$ cat src/rtl/pg_mon_pkg.sv
package pg_mon_pkg;
  // Number of phase slots the monitor can track
  parameter int unsigned PG_PHASES = 3;
  // Width of the phase index input
  parameter int unsigned PG_IDXW = (PG_PHASES > 1) ? $clog2(PG_PHASES) : 1;

  // Strobes from the control to the miss-counter bank
  typedef struct packed {
    logic                 clearAll; // drop every counter (select changed)
    logic [PG_PHASES-1:0] bump;     // count one missed cycle
    logic [PG_PHASES-1:0] wipe;     // current seen: clear counter
  } pgStrobe_t;
endpackage

$ cat src/rtl/pg_miss_bank.sv
module pg_miss_bank
  import pg_mon_pkg::*;
#(
  parameter int unsigned MISS_LIMIT = 3
) (
  input  logic                 clk,
  input  logic                 rstN,
  input  pgStrobe_t            strobe,
  output logic [PG_PHASES-1:0] phaseFault
);
  localparam int unsigned CNTW = $clog2(MISS_LIMIT + 1);
  localparam logic [CNTW-1:0] CNT_MAX = CNTW'(MISS_LIMIT);

  // A tick addresses a single phase only
  AST_ONE_PHASE: assert property (@(posedge clk) disable iff (!rstN)
    $onehot0(strobe.bump | strobe.wipe));

  for (genvar p = 0; p < PG_PHASES; p++) begin : gPhase
    logic [CNTW-1:0] missCnt;

    always_ff @(posedge clk) begin
      if (!rstN) begin
        missCnt <= '0;
      end else if (strobe.clearAll) begin
        missCnt <= '0;
      end else if (strobe.wipe[p]) begin
        missCnt <= '0;
      end else if (strobe.bump[p] && (missCnt != CNT_MAX)) begin
        missCnt <= missCnt + CNTW'(1);
      end
    end

    assign phaseFault[p] = (missCnt == CNT_MAX);

    AST_NO_OVERFLOW: assert property (@(posedge clk) disable iff (!rstN)
      missCnt <= CNT_MAX);
    AST_SEEN_CLEARS: assert property (@(posedge clk) disable iff (!rstN)
      strobe.wipe[p] |=> (missCnt == '0));
    AST_SEL_CLEARS: assert property (@(posedge clk) disable iff (!rstN)
      strobe.clearAll |=> (missCnt == '0));
  end
endmodule

$ cat src/rtl/pg_ctrl.sv
module pg_ctrl
  import pg_mon_pkg::*;
(
  input  logic                 clk,
  input  logic                 rstN,
  input  logic                 inWindow,
  input  logic                 oscTick,
  input  logic [PG_IDXW-1:0]   phaseIdx,
  input  logic                 currentSeen,
  input  logic                 threePhase,
  input  logic [PG_PHASES-1:0] phaseFault,
  output pgStrobe_t            strobe,
  output logic                 pgoodRelease
);
  localparam int unsigned N_HI = PG_PHASES;
  localparam int unsigned N_LO = PG_PHASES - 1;

  logic                 selQ;
  logic                 selChange;
  logic [PG_PHASES-1:0] activeMask;
  logic                 openPhase;

  always_ff @(posedge clk) begin
    if (!rstN) selQ <= 1'b0;
    else       selQ <= threePhase;
  end

  assign selChange = (threePhase != selQ);

  for (genvar p = 0; p < PG_PHASES; p++) begin : gMask
    assign activeMask[p] = selQ ? (p < N_HI) : (p < N_LO);
  end

  always_comb begin
    strobe          = '0;
    strobe.clearAll = selChange;
    if (!selChange && oscTick) begin
      for (int p = 0; p < PG_PHASES; p++) begin
        if ((phaseIdx == PG_IDXW'(p)) && activeMask[p]) begin
          if (currentSeen) strobe.wipe[p] = 1'b1;
          else             strobe.bump[p] = 1'b1;
        end
      end
    end
  end

  assign openPhase = |(phaseFault & activeMask);

  always_ff @(posedge clk) begin
    if (!rstN) pgoodRelease <= 1'b0;
    else       pgoodRelease <= inWindow && !openPhase;
  end

  AST_WINDOW_LOW: assert property (@(posedge clk) disable iff (!rstN)
    !inWindow |=> !pgoodRelease);
  AST_OPEN_LOW: assert property (@(posedge clk) disable iff (!rstN)
    openPhase |=> !pgoodRelease);
endmodule

$ cat src/rtl/pg_monitor.sv
module pg_monitor
  import pg_mon_pkg::*;
#(
  parameter int unsigned MISS_LIMIT = 3
) (
  input  logic               clk,
  input  logic               rstN,
  input  logic               inWindow,
  input  logic               oscTick,
  input  logic [PG_IDXW-1:0] phaseIdx,
  input  logic               currentSeen,
  input  logic               threePhase,
  output logic               pgoodRelease
);
  pgStrobe_t            strobe;
  logic [PG_PHASES-1:0] phaseFault;

  pg_ctrl u_ctrl (
    .clk          (clk),
    .rstN         (rstN),
    .inWindow     (inWindow),
    .oscTick      (oscTick),
    .phaseIdx     (phaseIdx),
    .currentSeen  (currentSeen),
    .threePhase   (threePhase),
    .phaseFault   (phaseFault),
    .strobe       (strobe),
    .pgoodRelease (pgoodRelease)
  );

  pg_miss_bank #(.MISS_LIMIT(MISS_LIMIT)) u_bank (
    .clk        (clk),
    .rstN       (rstN),
    .strobe     (strobe),
    .phaseFault (phaseFault)
  );
endmodule

$ cat config.mk
export PLATFORM = sky130hd
export DESIGN_NAME = pg_monitor
export DESIGN_NICKNAME = d
export VERILOG_FILES = /design/src/rtl/pg_mon_pkg.sv /design/src/rtl/pg_miss_bank.sv /design/src/rtl/pg_ctrl.sv /design/src/rtl/pg_monitor.sv
export SDC_FILE = /design/constraint.sdc
export NUM_CORES = 1
export LEC_CHECK = 0
export ABC_AREA = 1
export BUFFER_PORTS_ARGS = -buffer_cell sky130_fd_sc_hd__buf_2
export CAP_MARGIN = 0
export CORE_MARGIN = 2
export CORE_UTILIZATION = 31
export DETAILED_ROUTE_END_ITERATION = 16
export MAX_ROUTING_LAYER = met4
export PLACE_DENSITY = 0.56
export SLEW_MARGIN = 20
export SYNTH_ARGS = -nofsm -noshare
export SYNTH_HDL_FRONTEND = slang
export SYNTH_SLANG_ARGS = --single-unit
$ cat constraint.sdc
create_clock -name clk -period 2.5 [get_ports clk]
set_input_delay 0.25 -clock clk [delete_from_list [all_inputs] [get_ports clk]]
set_output_delay 0.25 -clock clk [all_outputs]
set_load 0.1 [all_outputs]
==> impl.org, run 1 <==
** GRT
- Largest net degree at the start of global routing :: 7
- Global routing used 2.45% of the available met3 tracks.
- First-pass GRT wire length :: 1.86 mm
- Global routing met1 resource utilization :: 17.2%
- Number of antenna violations at the first check in global routing :: 0
- Global routing consumed, over all layers together, 13.6% of the routing resources.
- Global routing used 19.4% of the available met2 tracks.
- Layer carrying the most global-route usage :: met2
- Number of global-route vias before repair :: 471
- Grt ovf :: 0

** Die
- Count of pins on the block boundary :: 9
- Vertical die dimension :: 44.2 µm
- Overall die area :: 1960 µm²
- From left edge to right edge, the die measures 44.2 µm.
- Starting utilization of the core area :: 33.3%
- The floorplan has 14 rows.
- Floorplan Core Area :: 1510 µm²

** Synth
- In this run, synthesis produced a sequential element count of 8.
- Post-synth top area share :: 31.9%
- Mean area per synthesized cell :: 5.83 µm²
- Flip-flop cell with the highest count after synthesis :: sky130_fd_sc_hd__dfxtp_1
- Ranked by instance count, the synthesized netlist is headed by sky130_fd_sc_hd__nor2_1 (28), sky130_fd_sc_hd__nand2_1 (19), sky130_fd_sc_hd__inv_1 (14).
- The synthesized design contains 0 enable-type register cells.
- In this run, distinct cell masters in the synthesized netlist total 10.
- Most used standard cell by instance count after synthesis :: sky130_fd_sc_hd__nor2_1
- Warnings from Yosys :: 0
- Area contributors post-synth :: sky130_fd_sc_hd__dfxtp_1 (32%), sky130_fd_sc_hd__nor2_1 (21%), sky130_fd_sc_hd__nand2_1 (14%)
- Async S/R FF share, synth :: 0%
- Mapped cell area :: 502 µm²
- After technology mapping, the gate count stands at 86.
- Leading area contributor after synthesis :: sky130_fd_sc_hd__dfxtp_1
- Syn_nets :: 97
- Sequential cell area fraction in the yosys report :: 31.9%

** Setup path
- Buffers & Inverters on Critical Path :: 1
- STA classifies the critical path endpoint as an output pin.
- For the worst setup path, the data arrival time is 0.98 ns.
- Longest individual stage delay on the worst path :: 0.41 ns
- STA classifies the critical path startpoint as a flip-flop.
- Data required time of the critical path :: 2.25 ns
- Kind of cell adding the most delay to the critical path :: buffers and inverters
- Critical path class :: flip-flop to output pin
- Among all stages on the critical path, the largest delay is contributed by sky130_fd_sc_hd__buf_2.
- Cell Chain, Critical Path :: buf_2
- Crit path max fanout :: 1

** Finish
- Antenna diodes :: 0
- With fillers left out, the area of the finished cells amounts to 584 µm².
- Post-synthesis to final-layout area growth :: 16.5%
- Of the cells placed in the final design, the portion with a size suffix greater than 1 is 13.4%.
- The filler cells instantiated in the layout total 175.
- For this run, the post-layout net count is 110.

** Placed design
- Count of input and output buffers :: 8
- Once detailed placement completed, the half-perimeter wirelength came to 822 µm.
- Weighted congestion reported at the end of routability-driven placement :: 0.806
- DP Area :: 562 µm²

** Power and ir drop
- Total power divided by cell area :: 481 nW/µm²
- The worst-case IR drop observed on VDD is 0.198 mV.
- Total leakage power :: 0.292 nW

** Routing
- Dividing the detail-routed via count by the number of cells gives 4.57.
- TritonRoute pass-1 iters :: 4
- After detailed routing, the total wire length is 1.02 mm.
- The detailed router placed 516 vias in this run.
- In the routed design, unresolved DRC markers number 0.
- In the final routed layout, each cell accounts on average for 9.04 µm.
- First-iteration detailed-routing DRC count :: 9
- Once detail routing completed, the nets flagged for antenna violations numbered 0.

** Clock network
- CTS tree :: done
- Once the clock tree was built, the setup fixing pass inserted 0 buffers.
- Hold buffers post-CTS :: 0
- Clock latency on the worst-skew pair :: 0.26 ns
- Post-cts sizing count :: 0
- In this run the deepest clock path goes through 2 buffers.
- Maximum level of the CTS H-tree :: 1
- Cell at the root of the clock tree :: sky130_fd_sc_hd__clkbuf_4
- TritonCTS buffer count :: 3
- Clock-pin slew was measured on the worst setup and hold paths at 0.06 ns.
- TritonCTS Sinks :: 8

** Outcome
- The flow ran to the end, and the final reports show no timing, DRC or antenna violations.

** STA
- Number of setup violations in the final report :: 0
- Of the available clock period, the critical path in the final layout requires 49.0%.
- The worst pin sits at a relative slew slack of 68.1%.
- Setup repair after global routing left no endpoint under its margin.
- Max Clock Freq :: 0.816 GHz
- The hold violation count in the final report came to 0.
- Across the routed clock network, the largest skew measured is 0.0116 ns.
- Pins over their slew limit :: 0
- Post-route minimum period :: 1.23 ns
- Total negative slack for setup checks :: 0 ns
- Slew at the pin with the worst max-slew slack :: 0.482 ns

** Job
- Number of max-cap violations :: 0

** Hold path
- Min-delay worst type :: primary input to flip-flop
-- worst paths after layout --
path	slack (ns)	endpoint	cells after the start	start
worst max register to register	1.36	u_bank.gPhase[2].missCnt[1]$_SDFFE_PP0P_	7	u_bank.gPhase[2].missCnt[0]$_SDFFE_PP0P_
worst min register to register	0.49	u_bank.gPhase[2].missCnt[1]$_SDFFE_PP0P_	2	u_bank.gPhase[2].missCnt[1]$_SDFFE_PP0P_
worst min-delay path	0.20	u_ctrl.selQ$_SDFF_PN0_	3	rstN
worst max-delay path	1.27	pgoodRelease	1	u_ctrl.pgoodRelease$_SDFF_PN0_
-- layout by cell type (no fill, tap or decap) --
cell | netlist | layout
sky130_fd_sc_hd__nand3_1 | 10 | 10
sky130_fd_sc_hd__nand2_1 | 19 | 19
sky130_fd_sc_hd__inv_2 | 1 | 1
sky130_fd_sc_hd__inv_1 | 14 | 14
sky130_fd_sc_hd__nor3_1 | 1 | 1
sky130_fd_sc_hd__nor2_4 | 1 | 1
sky130_fd_sc_hd__buf_2 | 0 | 8
sky130_fd_sc_hd__ha_1 | 3 | 3
sky130_fd_sc_hd__o21ai_0 | 1 | 1
sky130_fd_sc_hd__nor2_1 | 28 | 28
sky130_fd_sc_hd__dfxtp_1 | 8 | 8
sky130_fd_sc_hd__clkbuf_4 | 0 | 3
-- tightest hold or removal path, stage by stage --
cell,delay (ns)
sky130_fd_sc_hd__buf_2,0.10
sky130_fd_sc_hd__nand2_1,0.05
sky130_fd_sc_hd__inv_1,0.04
-- sequential cells by signal, summed over array words and instances, names as in the netlist --
name / cells
u_bank.gPhase.missCnt: 6
u_ctrl.pgoodRelease: 1
u_ctrl.selQ: 1
-- stage by stage --
stage	std cells	utilization, %	hold slack (ns)	worst slack, ns	power, mW
6_report	113	38.8	0.200	1.27	0.281
3_5_place_dp	110	37.3	0.470	1.36	0.180
2_1_floorplan	86	-	0.343	1.34	0.165
3_3_place_gp	110	37.3	0.471	1.36	0.180
4_1_cts	113	38.8	0.203	1.27	0.284
5_1_grt	113	38.8	0.252	1.24	0.296
-- final cells by class --
| type | count | area [µm²] | share of cell area, % |
|---|---|---|---|
| sequential | 8 | 160 | 27.4 |
| timing repair buffer | 8 | 40.0 | 6.85 |
| tap | 16 | 20.0 | 3.43 |
| multi-input combinational | 63 | 285 | 48.8 |
| clock buffer | 3 | 22.5 | 3.85 |
| inverter | 15 | 56.3 | 9.64 |
-- power by group --
group	total [mW]	switching, mW	internal, mW
Combinational	0.0452	0.0309	0.0144
Clock	0.104	0.0489	0.0552
Sequential	0.132	0.00177	0.130
Total	0.281	0.0816	0.199
-- routing by layer --
metal / routed length, µm / vias to the layer above
met4: 10 / 0
met5: 0 / -
met3: 76 / 2
met2: 450 / 16
met1: 484 / 213
li1: - / 285
-- kinds of logic after synthesis --
family                     after synthesis  synth area share, %
DFF                                      8                 31.9
and+or+nand+nor                         59                 48.4
adders and majority gates                3                 7.48
buffers and inverters                   15                 11.2
AOI/OAI and AO/OA                        1                0.997
Note: power is estimated with default switching activity, not from simulation.
==> run 2, diff against run 1 <==
--- a/config.mk
+++ b/config.mk
@@ -12,7 +12,7 @@
 export CORE_UTILIZATION = 31
 export DETAILED_ROUTE_END_ITERATION = 16
 export MAX_ROUTING_LAYER = met4
-export PLACE_DENSITY = 0.56
+export PLACE_DENSITY = 0.58
 export SLEW_MARGIN = 20
 export SYNTH_ARGS = -nofsm -noshare
 export SYNTH_HDL_FRONTEND = slang
==> constraint.sdc (replaced) <==
create_clock -name clk -period 1 [get_ports clk]
set_input_delay 0.1 -clock clk [delete_from_list [all_inputs] [get_ports clk]]
set_output_delay 0.1 -clock clk [all_outputs]
set_load 0.1 [all_outputs]
==> impl.org, run 2 (same netlist as run 1, synthesis figures left out) <==
** Power and ir drop
- Power dissipated by switching net loads :: 235 µW
- Largest voltage drop on the vdd net :: 0.491 mV
- The internal power of the cells totals 524 µW.
- Proportion of power drawn by combinational gates :: 22.6%
- Fraction of power consumed by the clock network :: 34.0%
- In this run switching power makes up 31.0% of total power.
- Share of total power in sequential cells :: 43.4%
- Dividing total power by cell area gives a power density of 951 nW/µm².
- Total leakage power :: 0.346 nW

** Clock network
- CTS built an H-tree with a depth of 1.
- The longest clock path from root to sink contains 2 buffers.
- Clock-pin slew was measured on the worst setup and hold paths at 0.06 ns.
- Hold buffers post-CTS :: 0
- CTS tree :: done
- TritonCTS Sinks :: 8
- TritonCTS created 3 clock buffers.
- Cell at the root of the clock tree :: sky130_fd_sc_hd__clkbuf_4
- Clock latency on the worst-skew pair :: 0.26 ns

** Finish
- Cells with a size suffix above 1 make up 51.4% of the layout.
- Top library cells by usage in the layout, fill and taps aside :: sky130_fd_sc_hd__nor2_1 (17), sky130_fd_sc_hd__nand2_1 (13), sky130_fd_sc_hd__inv_1 (11)
- The repair_antennas step left the layout with diodes totalling 0.
- In the final design database the tool counted 118 nets.
- The library cell used most frequently in the layout, excluding fill and tap cells, is sky130_fd_sc_hd__nor2_1.
- The register with the most flip-flops in the layout has 6 of them.
- Post-synthesis to final-layout area growth :: 59.1%
- The largest registers in the layout are u_bank.gPhase.missCnt x6, u_ctrl.pgoodRelease x1, u_ctrl.selQ x1.
- u_bank.gPhase.missCnt holds more flip-flops than any other register.
- FILL cells :: 161

** Setup path
- Launching element type of the critical path :: flip-flop
- Along the worst path, the maximum fanout reaches 2.
- STA classifies the critical path endpoint as a flip-flop.
- Counting stages on the worst path, the most repeated cell is sky130_fd_sc_hd__nor2_4.
- Reg-to-Reg Start :: u_bank.gPhase[2].missCnt[0]$_SDFFE_PP0P_
- The setup path with the least slack is of type flip-flop to flip-flop.
- STA puts the critical path data arrival time at 1.21 ns.
- The worst register-to-register path has a depth of 7.
- The critical path goes through ha_4 -> nor2_4 -> inv_2 -> nor2_4 -> nand3_1 -> nand2_1 -> nor2_1.
- Flop2flop setup slack :: -0.05 ns
- Longest individual stage delay on the worst path :: 0.33 ns
- The endpoint identified for the worst register-to-register timing path is u_bank.gPhase[2].missCnt[1]$_SDFFE_PP0P_.
- Data required time of the critical path :: 1.15 ns
- Tracing the worst setup path back leads to its startpoint at u_bank.gPhase[2].missCnt[0]$_SDFFE_PP0P_.
- For this design, the slowest cell found on the critical path is sky130_fd_sc_hd__dfxtp_2.

** Hold path
- Hold EP :: u_ctrl.pgoodRelease$_SDFF_PN0_
- Number of instances on the worst hold path :: 3
- Startpoint of the most critical hold path :: inWindow
- In this run the worst hold path is classified as primary input to flip-flop.

** GRT
- Layer carrying the most global-route usage :: met2
- Global Route Usage Sum :: 16.0%
- Number of antenna violations at the first check in global routing :: 0
- Global routing consumed, on the met3 layer, 2.86% of the routing resources.
- Entering global routing, the biggest net connects 7 pins.
- Global routing finished with a remaining overflow of 0.
- Number of global-route vias before repair :: 541
- In the global route stage, met1 resource usage came out at 19.7%.
- First-pass GRT wire length :: 2.21 mm
- Met2 GRT Util :: 24.4%

** STA
- Subtracting the final worst setup slack from the clock period gives 1.05 ns.
- The tightest hold path in the finished design has a slack of 0.0648 ns.
- For the pin with the worst max-slew slack, the measured transition is 0.163 ns.
- Clock tree skew after final layout :: 0.00129 ns
- The number of pins exceeding their max-slew limit in the final report was 0.
- Setup violations remaining at the end of the flow were counted as 5.
- Setup repair after global routing could not meet its margin everywhere.
- Max_slew headroom :: 89.1%
- Max Clock Freq :: 0.949 GHz
- Smallest setup slack after layout :: -0.0540 ns
- Share of the clock period used by the worst path after layout :: 105%
- The hold violation count in the final report was 0.

** Routing
- After detailed routing, the average wire length per cell comes to 11.0 µm.
- After detailed routing, the number of remaining DRC violations is 0.
- DRT Wirelength :: 1.33 mm
- Remaining antenna violation count after routing :: 0
- For this block, the initial DRC count from the detailed router was 11.
- Via count normalized by instance count :: 4.64
- Vias after detailed routing :: 562
- For this run, the detailed router's first-pass iteration total came to 4.

** Die
- The die is 44.2 µm wide.
- Starting utilization of the core area :: 33.3%
- Overall die area :: 1960 µm²
- Vertical die dimension :: 44.2 µm
- Count of pins on the block boundary :: 9
- Site row count :: 14
- In this run the standard cell core region covers 1510 µm².

** Placed design
- Post-Place Worst Slack :: -0.0728 ns
- Weighted congestion reported at the end of routability-driven placement :: 0.865
- Detailed placer's ending HPWL :: 901 µm
- Count of input and output buffers :: 8

** Job
- Max-cap violations in this run came to 0.

** Outcome
- Outcome :: finished, violations left
- Violations in the final reports :: negative setup slack
[run 2: cell count changes in the layout (fill, tap and decap cells not counted), sizes merged]
cell | previous run | this run
buf | 8 | 16
[run 2: metrics by stage]
stage               instances  cell area [µm²]  power, mW  util (%)  TNS [ns]
floorplan                  86              527      0.414         -   -0.0141
global placement          115              639      0.462      42.4    -0.412
detailed placement        115              639      0.463      42.4    -0.413
CTS                       119              743      0.746      49.3   -0.0557
global route              121              798      0.807      53.0    -0.645
finish                    121              798      0.759      53.0    -0.137
[run 2: repair_timing]
item,4_1_cts,5_1_grt
cloned,0,0
setup endpoints to repair,6,6
buffers inserted,1,2
pin swaps,12,4
resized for setup,27,9
[run 2: final cells by class]
class / count / area, µm² / share of cell area (%)
repair buffers: 16 / 115 / 14.4
multi-input cells: 63 / 410 / 51.4
inverters: 15 / 58.8 / 7.37
clock buffers: 3 / 22.5 / 2.82
well taps: 16 / 20.0 / 2.51
flip-flops and latches: 8 / 171 / 21.5
[run 2: routing by layer]
layer / vias to the layer above / wire, µm
met1: 247 / 568
met2: 14 / 663
met4: 0 / 24
met5: - / 0
li1: 297 / -
met3: 4 / 69
[run 2: critical path: cells and delay by family (launching register included)]
kind	cells	cell delay, ns
flip-flops	1	0.33
AND/OR/NAND/NOR	5	0.40
adder cells (fa/ha/maj)	1	0.16
buffers and inverters	1	0.06
[run 2: power groups by stage]
stage / Combinational (mW) / Sequential (mW) / Clock [mW]
floorplan: 0.0623 / 0.352 / 0
finish: 0.171 / 0.330 / 0.258
global placement: 0.124 / 0.338 / 0
CTS: 0.155 / 0.329 / 0.262
detailed placement: 0.125 / 0.338 / 0
global route: 0.188 / 0.331 / 0.288
[run 2: worst max path at each step]
| stage | cells past startpoint | to | slack [ns] |
|---|---|---|---|
| floorplan | 7 | u_bank.gPhase[1].missCnt[0]$_SDFFE_PP0P_ | -0.006 |
| global placement | 7 | u_bank.gPhase[0].missCnt[0]$_SDFFE_PP0P_ | -0.08 |
| detailed placement | 7 | u_bank.gPhase[2].missCnt[1]$_SDFFE_PP0P_ | -0.07 |
| CTS | 7 | u_bank.gPhase[2].missCnt[1]$_SDFFE_PP0P_ | -0.02 |
| global route | 6 | u_bank.gPhase[2].missCnt[0]$_SDFFE_PP0P_ | -0.13 |
| finish | 7 | u_bank.gPhase[2].missCnt[1]$_SDFFE_PP0P_ | -0.05 |
